[src/rtl/pcfg_pkg.sv]
package pcfg_pkg;

  localparam int unsigned BYTE_W = 8;

  typedef logic [BYTE_W-1:0] cfg_byte_t;

  function automatic logic [31:0] busy_next(input logic [31:0] cur, input logic load,
                                            input logic [31:0] span);
    if (load) return span;
    if (cur != 0) return cur - 1;
    return cur;
  endfunction

  function automatic logic [31:0] count_next(input logic [31:0] cur, input logic inc,
                                             input int unsigned width);
    logic [31:0] mask;
    mask = (width >= 32) ? 32'hFFFF_FFFF : ((32'd1 << width) - 32'd1);
    return inc ? ((cur + 32'd1) & mask) : cur;
  endfunction

endpackage

[src/rtl/pcfg_sync.sv]
module pcfg_sync #(
  parameter int unsigned W      = 1,
  parameter int unsigned STAGES = 2,
  parameter logic        RST_V  = 1'b1
) (
  input  logic         clk,
  input  logic         rst_n,
  input  logic [W-1:0] d,
  output logic [W-1:0] q
);
  for (genvar b = 0; b < W; b++) begin : g_bit
    logic [STAGES-1:0] chain;
    always_ff @(posedge clk or negedge rst_n) begin
      if (!rst_n) chain <= {STAGES{RST_V}};
      else        chain <= {chain[STAGES-2:0], d[b]};
    end
    assign q[b] = chain[STAGES-1];
  end
endmodule

[src/rtl/pcfg_busy_timer.sv]
module pcfg_busy_timer #(
  parameter int unsigned PROC_CYCLES = 8
) (
  input  logic clk,
  input  logic rst_n,
  input  logic load,
  output logic ready
);
  import pcfg_pkg::*;
  localparam int unsigned CW = $clog2(PROC_CYCLES + 1);

  logic [CW-1:0] remain;
  logic [31:0]   nxt;

  always_comb nxt = busy_next(32'(remain), load, 32'(PROC_CYCLES));

  always_ff @(posedge clk or negedge rst_n) begin
    if (!rst_n) remain <= '0;
    else        remain <= nxt[CW-1:0];
  end

  assign ready = (remain == '0);

  p_busy_after_load_r5: assert property (@(posedge clk) disable iff (!rst_n)
    load |=> !ready);
  p_idle_holds_r5: assert property (@(posedge clk) disable iff (!rst_n)
    (ready && !load) |=> ready);
endmodule

[src/rtl/pcfg_byte_capture.sv]
module pcfg_byte_capture #(
  parameter int unsigned COUNT_W = 16
) (
  input  logic                  clk,
  input  logic                  rst_n,
  input  logic                  wr_rise,
  input  logic                  selected,
  input  logic                  ready,
  input  pcfg_pkg::cfg_byte_t   data,
  output logic                  load,
  output pcfg_pkg::cfg_byte_t   byte_out,
  output logic                  byte_valid,
  output logic                  overrun,
  output logic [COUNT_W-1:0]    byte_count
);
  import pcfg_pkg::*;

  logic        take_ev;
  logic        late_ev;
  logic [31:0] cnt_nxt;

  assign take_ev = wr_rise && selected && ready;
  assign late_ev = wr_rise && selected && !ready;
  assign load    = take_ev;

  always_comb cnt_nxt = count_next(32'(byte_count), take_ev, COUNT_W);

  always_ff @(posedge clk or negedge rst_n) begin
    if (!rst_n) begin
      byte_out   <= '0;
      byte_valid <= 1'b0;
      overrun    <= 1'b0;
      byte_count <= '0;
    end else begin
      byte_valid <= take_ev;
      overrun    <= late_ev;
      byte_count <= cnt_nxt[COUNT_W-1:0];
      if (take_ev) byte_out <= data;
    end
  end

  p_capture_byte_r3: assert property (@(posedge clk) disable iff (!rst_n)
    take_ev |=> (byte_valid && byte_out == $past(data)));
  p_overrun_drop_r6: assert property (@(posedge clk) disable iff (!rst_n)
    late_ev |=> (overrun && !byte_valid && $stable(byte_count)));
endmodule

[src/rtl/pcfg_byte_rx.sv]
module pcfg_byte_rx #(
  parameter int unsigned PROC_CYCLES = 8,
  parameter int unsigned COUNT_W     = 16,
  parameter int unsigned SYNC_STAGES = 2
) (
  input  logic               clk,
  input  logic               cfg_start_n,
  output logic               status_pull_low,
  input  logic               sel_n,
  input  logic               sel,
  input  logic               wr_n,
  input  logic               rd_n,
  input  logic [7:0]         bus_in,
  input  logic               host_bus_oe,
  output logic               bus_hi_out,
  output logic               bus_hi_oe,
  output logic               contention,
  output logic               ready,
  output logic [7:0]         byte_out,
  output logic               byte_valid,
  output logic [COUNT_W-1:0] byte_count,
  output logic               overrun
);
  import pcfg_pkg::*;

  // reset: asserted at once by cfg_start_n low, released through a synchronizer
  logic [SYNC_STAGES-1:0] rst_chain;
  logic                   rst_n;
  always_ff @(posedge clk or negedge cfg_start_n) begin
    if (!cfg_start_n) rst_chain <= '0;
    else              rst_chain <= {rst_chain[SYNC_STAGES-2:0], 1'b1};
  end
  assign rst_n           = rst_chain[SYNC_STAGES-1];
  assign status_pull_low = !rst_n;

  // strobe synchronizers, idle high
  logic [1:0] strb_s;
  pcfg_sync #(.W(2), .STAGES(SYNC_STAGES), .RST_V(1'b1)) u_strb (
    .clk(clk), .rst_n(rst_n), .d({rd_n, wr_n}), .q(strb_s));

  logic wr_s, rd_s, wr_d, wr_rise;
  assign wr_s = strb_s[0];
  assign rd_s = strb_s[1];
  always_ff @(posedge clk or negedge rst_n) begin
    if (!rst_n) wr_d <= 1'b1;
    else        wr_d <= wr_s;
  end
  assign wr_rise = wr_s && !wr_d;

  logic selected, load;
  assign selected = !sel_n && sel;

  pcfg_byte_capture #(.COUNT_W(COUNT_W)) u_cap (
    .clk(clk), .rst_n(rst_n), .wr_rise(wr_rise), .selected(selected),
    .ready(ready), .data(bus_in), .load(load), .byte_out(byte_out),
    .byte_valid(byte_valid), .overrun(overrun), .byte_count(byte_count));

  pcfg_busy_timer #(.PROC_CYCLES(PROC_CYCLES)) u_busy (
    .clk(clk), .rst_n(rst_n), .load(load), .ready(ready));

  // status readback on bus bit 7
  always_ff @(posedge clk or negedge rst_n) begin
    if (!rst_n) bus_hi_oe <= 1'b0;
    else        bus_hi_oe <= !rd_s;
  end
  assign bus_hi_out = bus_hi_oe && ready;
  assign contention = bus_hi_oe && host_bus_oe;

  p_reset_hold_r1: assert property (@(posedge clk)
    !cfg_start_n |-> (status_pull_low && byte_count == '0 && !bus_hi_oe));
  p_oe_idle_r7: assert property (@(posedge clk) disable iff (!rst_n)
    ($past(rd_n, 3) && $past(rd_n, 2) && $past(rd_n, 1)) |-> !bus_hi_oe);
endmodule

[config.mk]
export PLATFORM = sky130hd
export DESIGN_NAME = pcfg_byte_rx
export DESIGN_NICKNAME = d
export VERILOG_FILES = /design/src/rtl/pcfg_pkg.sv /design/src/rtl/pcfg_sync.sv /design/src/rtl/pcfg_busy_timer.sv /design/src/rtl/pcfg_byte_capture.sv /design/src/rtl/pcfg_byte_rx.sv
export SDC_FILE = /design/constraint.sdc
export NUM_CORES = 1
export LEC_CHECK = 0
export BUFFER_PORTS_ARGS = -buffer_cell sky130_fd_sc_hd__buf_4
export CORE_MARGIN = 2
export CORE_UTILIZATION = 50
export CTS_CLUSTER_DIAMETER = 100
export DETAILED_ROUTE_END_ITERATION = 10
export PLACE_DENSITY = 0.78
export SETUP_SLACK_MARGIN = 0.1
export SYNTH_ARGS = -nofsm -noshare
export SYNTH_HDL_FRONTEND = slang
export SYNTH_SLANG_ARGS = --single-unit
[constraint.sdc]
create_clock -name clk -period 1.5 [get_ports clk]
set_clock_uncertainty 0.1 [all_clocks]
set_input_delay 0.075 -clock clk [delete_from_list [all_inputs] [get_ports clk]]
set_output_delay 0.075 -clock clk [all_outputs]
set_load 0.05 [all_outputs]
Word level (Yosys, flattened, before mapping)
Index checks and enable logic that the tools add are counted.
{"block": "totals", "wordCells": 34, "in_bits": 15, "output_inout_bits": 31, "ff_bits": 38}
{"block": "classes", "mux": 7, "add_sub_neg": 2, "reduce_logical": 15}
{"cell": "$add A16 B1 Y16 const B", "n": 1}
{"cell": "$mux W4", "n": 4}
{"cell": "$logic_and A1 B1 Y1", "n": 7}
{"cell": "$logic_not A1 Y1", "n": 5}
{"cell": "$logic_not A4 Y1", "n": 1}
{"cell": "$reduce_bool A4 Y1", "n": 1}
{"cell": "$sub A4 B1 Y4 const B", "n": 1}
{"cell": "$mux W1", "n": 3}
{"cell": "$reduce_bool A2 Y1", "n": 1}

Logic depth before layout (Yosys ltp)
Gate-level depths: netlist of the first run.
{"block": "logic_depth", "ltp_word": 8, "mapped_depth": 8, "ltp_nobuf": 7}

Modules after synthesis
Synthesis of the first run repeated with hierarchy kept, for this count alone.
{"block": "hier_totals", "cells_unflattened": 138, "area_unflattened_um2": 1557.7}
{"module": "pcfg_byte_capture", "area_each_um2": 1068.5, "cells_per_inst": 101, "n_inst": 1, "seq_area_each_um2": 650.6}
{"module": "pcfg_busy_timer", "area_each_um2": 216.5, "cells_per_inst": 20, "n_inst": 1, "seq_area_each_um2": 100.1}
{"module": "pcfg_byte_rx", "area_each_um2": 152.6, "cells_per_inst": 11, "n_inst": 1, "seq_area_each_um2": 101.3}
{"module": "pcfg_sync", "area_each_um2": 120.1, "cells_per_inst": 6, "n_inst": 1, "seq_area_each_um2": 105.1}

Worst setup path before layout of the first run
No wires, ideal clock.
{"block": "synth_path", "kind": "flip-flop to flip-flop", "from": "reg u_busy.remain[0]", "to": "reg u_cap.byte_count[4]", "setup_ns": 0.142, "t_required_ns": 1.258, "slack_ns": -0.604, "arrival_time_ns": 1.862, "period_less_slack_ns": 2.104, "stages_incl_launch_ff": 8, "n_path_buf": 0, "path_cell_list": "dfrtp_1 -> inv_1 -> ha_1 -> nor3b_4 -> nand2_4 -> inv_2 -> nand4_1 -> xnor2_1"}
{"block": "synth_via", "elab_chain_len": 2}
{"item": "start: declaration", "line_no": "pcfg_busy_timer.sv:12", "source": "logic [CW-1:0] remain;"}
{"item": "start signal: assignment", "line_no": "pcfg_busy_timer.sv:19", "source": "else remain <= nxt[CW-1:0];"}
{"item": "$logic_not A4 Y1", "line_no": "pcfg_busy_timer.sv:22", "source": "assign ready = (remain == '0);"}
{"item": "net ready", "line_no": "pcfg_byte_rx.sv:18", "source": "output logic ready,"}
{"item": "$logic_and A1 B1 Y1", "line_no": "pcfg_byte_capture.sv:22", "source": "assign take_ev = wr_rise && selected && ready;"}
{"item": "end signal: assignment", "line_no": "pcfg_byte_capture.sv:37", "source": "byte_count <= cnt_nxt[COUNT_W-1:0];"}
{"item": "end: declaration", "line_no": "pcfg_byte_capture.sv:14", "source": "output logic [COUNT_W-1:0] byte_count"}
The timed path passes the listed nets, and every way through them passes these cells.
A chain may end at the register's enable or synchronous reset.

Worst setup path in the final report of the first run
{"block": "layout_path", "from": "reg u_busy.remain[0]", "to": "reg u_cap.byte_count[4]"}
{"block": "layout_via", "elab_chain_len": 2}
{"item": "$logic_not A4 Y1", "line_no": "pcfg_busy_timer.sv:22"}
{"item": "$logic_and A1 B1 Y1", "line_no": "pcfg_byte_capture.sv:22"}
No other way between the ends.

==> results.yml, run 1 <==
placed_design:
  portBuffers: 45
  post-dp-hpwl_mm: 2.48
  gp_congestion: 0.793
  place_worst_setup_slack_ns: -0.149
synthesis:
  ys_seq_area_share_pct: 61.2
  yosysWarnings: 0
  avgSynthCellArea_um2: 11.3
  synth_cell_types: 29
  synthSimpleGateAreaFrac_pct: 22.8
  synth_top_family_by_area: "simple AND/OR/NAND/NOR gates"
  syn_inst: 138
  synth_area_leaders: "dfrtp_1 (53%), dfstp_2 (8.4%), nand2_1 (8.2%)"
  syn_nets: 156
  synth.area.mux_share_pct: 0
  synth_compound_gate_area_share_pct: 2.08
  synth_top_cell_by_area: "dfrtp_1"
  synth_top_cell_area_share_pct: 52.8
  synth_area_um2: 1560
  yosys.area_share.adder_pct: 2.40
  synth-xor-area-share_pct: 8.97
  synth_seq_cells: 38
job:
  maxCapViolations: 0
clock_tree:
  root_buffer: "clkbuf_4"
  cts-buffers-inserted: 5
  cts_tree: "yes"
  insertion_delay_ns: 0.36
  cts_buffer_depth: 2
  cts.htree.levels: 2
  clk_pin_slew_ns: 0.12
  cts_num_sinks: 38
finish:
  area_growth_pct: 69.1
  final_cell_mix: "buf_4 (59), dfrtp_1 (32), nand2_1 (19)"
  final_util_pct: 88.0
  diodes: 0
  drive_gt1_share_pct: 54.9
  layout_commonest_cell: "buf_4"
  layout.nets: 250
routing:
  avgRoutedWirePerCell_um: 18.4
  firstDrtPassIters: 4
  wirelength_mm: 4.90
  ant_nets: 0
  vias: 1442
  drt_iter0_drc: 66
  drc: 0
  viasPerCell: 5.42
power:
  combPwrFrac_pct: 42.7
  p_leak_nw: 1.37
  p_sw_share_pct: 38.7
  p_switching_mw: 1.38
  p_per_area_nw_per_um2: 1360
  internal_power_mw: 2.20
  sequentialPowerShare_pct: 37.6
  vdd.ir_drop.worst_mv: 0.970
  clockPowerShare_pct: 19.7
  p_total_mw: 3.58
critical_path:
  startpoint_type: "register"
  cp-startpoint: "u_busy.remain[0]"
  critPathCapture: "u_cap.byte_count[4]"
  reg2reg_slack_ns: -0.37
  worstPathMaxFanout: 7
  end_kind: "register"
  r2r-start: "u_busy.remain[0]"
  r2r-end: "u_cap.byte_count[4]"
  reg2reg_depth: 9
  cp.arrival_ns: 2.05
  worst-setup-path-type: "register to register"
  cp.required_ns: 1.68
floorplan:
  ios: 46
  rows: 20
  start_util_pct: 52.0
  die_x_um: 59.9
  die_area_um2: 3590
  coreArea_um2: 3000
  die-height_um: 59.9
sta:
  rsz0062_at_grt: "true"
  fin_crit_ns: 1.87
  setup_viol: 30
  hold_viol: 0
  fin_crit_sh_pct: 125
  clock.fmax_mhz: 535
  setup_ws_ns: -0.369
  report.final.slew_viol_count: 0
global_route:
  grt_antenna_before_repair: 0
  gr-total-overflow: 0
  busiest_layer: "met2"
  grt_max_degree: 37
  use_met2_pct: 51.1
  grt_usage_pct: 28.8
  grt_pass1_vias: 1536
  use_met3_pct: 7.58
  grtUsageMet1_pct: 31.6
  grt_first_pass_wirelength_mm: 7.29
status:
  violations: "setup timing"
  run_status: "finished, violations left"
hold_path:
  hp-class: "register to asynchronous set/reset pin"
per-layer routing:
metal  part of all wire (%)  vias to the layer above
met5                      0                        -
met4                    3.9                        0
met3                    6.3                       18
met2                     53                       64
met1                     37                      719
li1                       -                      641
cell families after synthesis:
group	after synthesis
AO/OA/AOI/OAI	5
XOR/XNOR	16
adder cells (fa/ha/maj)	3
buffers and inverters	8
flip-flops	38
other	1
AND/OR/NAND/NOR	67
area by class of cell:
| cell class | instances | area (um2) |
|---|---|---|
| sequential | 38 | 958 |
| timing repair buffer | 87 | 781 |
| multi-input combinational | 93 | 746 |
| fill | 123 | 360 |
| tap | 33 | 41.3 |
| clock inverter | 3 | 40.0 |
| clock buffer | 5 | 37.5 |
| inverter | 6 | 30.0 |
| timing repair inverter | 1 | 8.76 |
critical path, cell delays in order (launching register included):
cell and delay (ns):
dfrtp_1 0.43, inv_2 0.09, ha_4 0.13, nor3b_4 0.21, buf_4 0.15, buf_8 0.12
nand2_8 0.11, inv_8 0.11, nand4_1 0.11, xnor2_1 0.21
flip-flops by register name (all words and copies together), names as in the netlist:
register / cells
wr_d: 1
u_cap.byte_out: 8
rst_chain: 2
u_cap.byte_valid: 1
bus_hi_oe: 1
u_busy.remain: 4
u_cap.overrun: 1
u_strb.g_bit.chain: 4
u_cap.byte_count: 16
power by group through the flow:
stage / registers (mW) / logic [mW] / clock network, mW
4_1_cts: 1.33 / 1.35 / 0.701
3_5_place_dp: 1.33 / 1.10 / 0
6_report: 1.35 / 1.53 / 0.705
2_1_floorplan: 1.66 / 0.330 / 0
5_1_grt: 1.36 / 1.61 / 0.736
3_3_place_gp: 1.32 / 1.05 / 0
cell usage after synthesis (all sizes together):
cell type  number
a211oi          1
a21oi           1
and2            3
and3            3
and4            1
and4bb          1
buf             2
conb            1
dfrtp          33
dfstp           5
ha              3
inv             6
nand2          35
nand3           6
nand4           3
nand4bb         1
nor2            6
nor3            5
nor3b           1
nor4            2
o21ai           2
o21ba           1
xnor2           9
xor2            7
how the worst min path moves through the flow:
| stage | end | cells past startpoint |
|---|---|---|
| after floorplan | rst_chain[0] | 0 |
| after global placement | rst_chain[0] | 1 |
| after detailed placement | rst_chain[0] | 1 |
| after CTS | u_cap.byte_valid | 1 |
| after global routing | bus_hi_oe | 1 |
| final | u_cap.byte_count[0] | 1 |
through the flow:
step	cells	hold slack [ns]	area [um2]	setup TNS, ns
3_5_place_dp	230	-0.241	2060	-2.39
5_1_grt	266	0.266	2640	-9.06
6_report	266	0.220	2640	-7.52
4_1_cts	264	0.239	2600	-4.78
2_1_floorplan	138	-0.321	1570	-14.14
3_3_place_gp	230	-0.242	2060	-0.643
repair_timing:
item / in CTS / in global routing
hold buffers: 14 / 0
pin swaps: 28 / 5
gates cloned: 4 / 0
resized for setup: 56 / 7
hold endpoints to repair: 13 / 0
buffers inserted: 9 / 3
endpoints found under the setup margin: 30 / 32
Power figures use the tool's default switching activity.
==> inputs of run 2 (changes only) <==
REMOVE_ABC_BUFFERS = 1   (was default)
==> results.yml, run 2 (synthesis gave the netlist of run 1 again) <==
clock_tree:
  insertion_delay_ns: 0.37
  cts-buffers-inserted: 5
  root_buffer: "clkbuf_4"
  cts_tree: "yes"
  cts_buffer_depth: 2
  cts_num_sinks: 38
  cts.htree.levels: 2
  clk_pin_slew_ns: 0.12
global_route:
  grt_pass1_vias: 1491
  grt_usage_pct: 27.7
  gr-total-overflow: 0
  grt_first_pass_wirelength_mm: 7.03
  grt_max_degree: 37
  grt_antenna_before_repair: 0
routing:
  vias: 1488
  ant_nets: 0
  firstDrtPassIters: 4
  drc: 0
  avgRoutedWirePerCell_um: 20.0
  viasPerCell: 5.51
  wirelength_mm: 5.40
  drt_iter0_drc: 79
finish:
  largest_register_ff_count: 16
  reg_top3: "u_cap.byte_count (16), u_cap.byte_out (8)"
  top_register: "u_cap.byte_count"
  stdcell_count: 270
  area_growth_pct: 72.6
  final_cell_mix: "buf_4 (63), dfrtp_1 (33), nand2_1 (32)"
  layout_commonest_cell: "buf_4"
  multi_input_comb_area_um2: 762
  layout.nets: 254
  diodes: 0
  drive_gt1_share_pct: 51.9
  n_fill_cell: 110
  seq_area_um2: 957
sta:
  setup_viol: 30
  fin_crit_sh_pct: 126
  setup_ws_ns: -0.384
  rsz0062_at_grt: "true"
  report.final.slew_viol_count: 0
  fin_crit_ns: 1.88
  hold_viol: 0
  finalSetupTns_ns: -8.74
  clock.fmax_mhz: 531
critical_path:
  reg2reg_depth: 9
  worstPathMaxFanout: 5
  startpoint_type: "register"
  end_kind: "register"
  cp.arrival_ns: 2.07
  r2r-end: "u_cap.byte_count[11]"
  crit_slowest_cell: "dfrtp_1"
  r2r-start: "u_busy.remain[1]"
  crit_family: "buffers and inverters"
  path_common_cell: "buf_4"
  reg2reg_slack_ns: -0.38
  worst-setup-path-type: "register to register"
  path_cells: "inv_2, ha_4, nor3b_4, buf_4, buf_6, nand2_8, buf_4, nor3_4, xor2_1"
  cp.required_ns: 1.69
  cpPeakStageDelay_ns: 0.42
  cp.buffers_inverters: 4
placed_design:
  portBuffers: 45
  dp.cells: 231
  gp_congestion: 0.796
  post-dp-hpwl_mm: 2.46
power:
  p_per_area_nw_per_um2: 1370
  p_switching_mw: 1.41
  p_sw_share_pct: 38.2
  p_leak_nw: 1.42
  sequentialPowerShare_pct: 36.1
  clockPowerShare_pct: 19.7
  vdd.ir_drop.worst_mv: 1.21
  internal_power_mw: 2.28
  combPwrFrac_pct: 44.2
status:
  violations: "setup timing"
  run_status: "finished, violations left"
job:
  maxCapViolations: 0
floorplan:
  die-height_um: 59.9
  coreArea_um2: 3000
  ios: 46
  die_x_um: 59.9
  die_area_um2: 3590
  start_util_pct: 52.0
  rows: 20
hold_path:
  hp-class: "register to asynchronous set/reset pin"
-- run 2: per-layer routing --
metal	vias up	GRT usage (%)	share of wire, %
li1	651	-	-
met1	756	30.8	37
met2	66	49.7	55
met3	15	7.58	4.4
met4	0	10.5	3.2
met5	-	0	0
-- run 2: how the worst max path moves through the flow --
| stage | startpoint | endpoint | slack, ns | cells after the start |
|---|---|---|---|---|
| CTS | u_busy.remain[1] | bus_hi_out | -0.26 | 6 |
| global route | u_busy.remain[1] | u_cap.byte_count[11] | -0.45 | 9 |
| floorplan | u_busy.remain[0] | u_cap.byte_count[4] | -0.80 | 7 |
| detailed placement | u_busy.remain[0] | u_cap.byte_count[8] | -0.20 | 6 |
| global placement | u_busy.remain[0] | u_cap.byte_count[4] | -0.13 | 7 |
| finish | u_busy.remain[1] | u_cap.byte_count[11] | -0.38 | 9 |
-- run 2: layout make-up --
cell class | instances | share of cell area [%]
Tap cell | 33 | 1.53
Clock inverter | 3 | 1.48
Inverter | 6 | 1.30
Timing Repair Buffer | 92 | 30.6
Multi-Input combinational cell | 93 | 28.2
Sequential cell | 38 | 35.5
Clock buffer | 5 | 1.39
-- run 2: power groups by stage --
| stage | logic (mW) | registers (mW) | clock network, mW |
|---|---|---|---|
| final | 1.63 | 1.33 | 0.727 |
| after global routing | 1.72 | 1.34 | 0.776 |
| after CTS | 1.39 | 1.31 | 0.710 |
| after detailed placement | 1.10 | 1.33 | 0 |
| after global placement | 1.06 | 1.31 | 0 |
| after floorplan | 0.326 | 1.66 | 0 |
-- run 2: stage by stage --
stage / total power [mW] / instance area [um2] / worst slack [ns] / hold slack (ns) / utilization (%)
6_report: 3.68 / 2700 / -0.384 / 0.245 / 89.8
5_1_grt: 3.84 / 2700 / -0.447 / 0.235 / 89.8
4_1_cts: 3.40 / 2450 / -0.256 / 0.250 / 81.8
3_5_place_dp: 2.43 / 2060 / -0.198 / -0.240 / 68.5
3_3_place_gp: 2.37 / 2060 / -0.129 / -0.240 / 68.5
2_1_floorplan: 1.99 / 1550 / -0.802 / -0.321 / -
-- run 2: repair_timing --
action,CTS,global route
resized for setup,27,33
gates cloned,0,2
endpoints found under the hold margin,13,0
pin swaps,7,14
hold buffers,14,0
setup endpoints to repair,32,32
buffers inserted,9,9
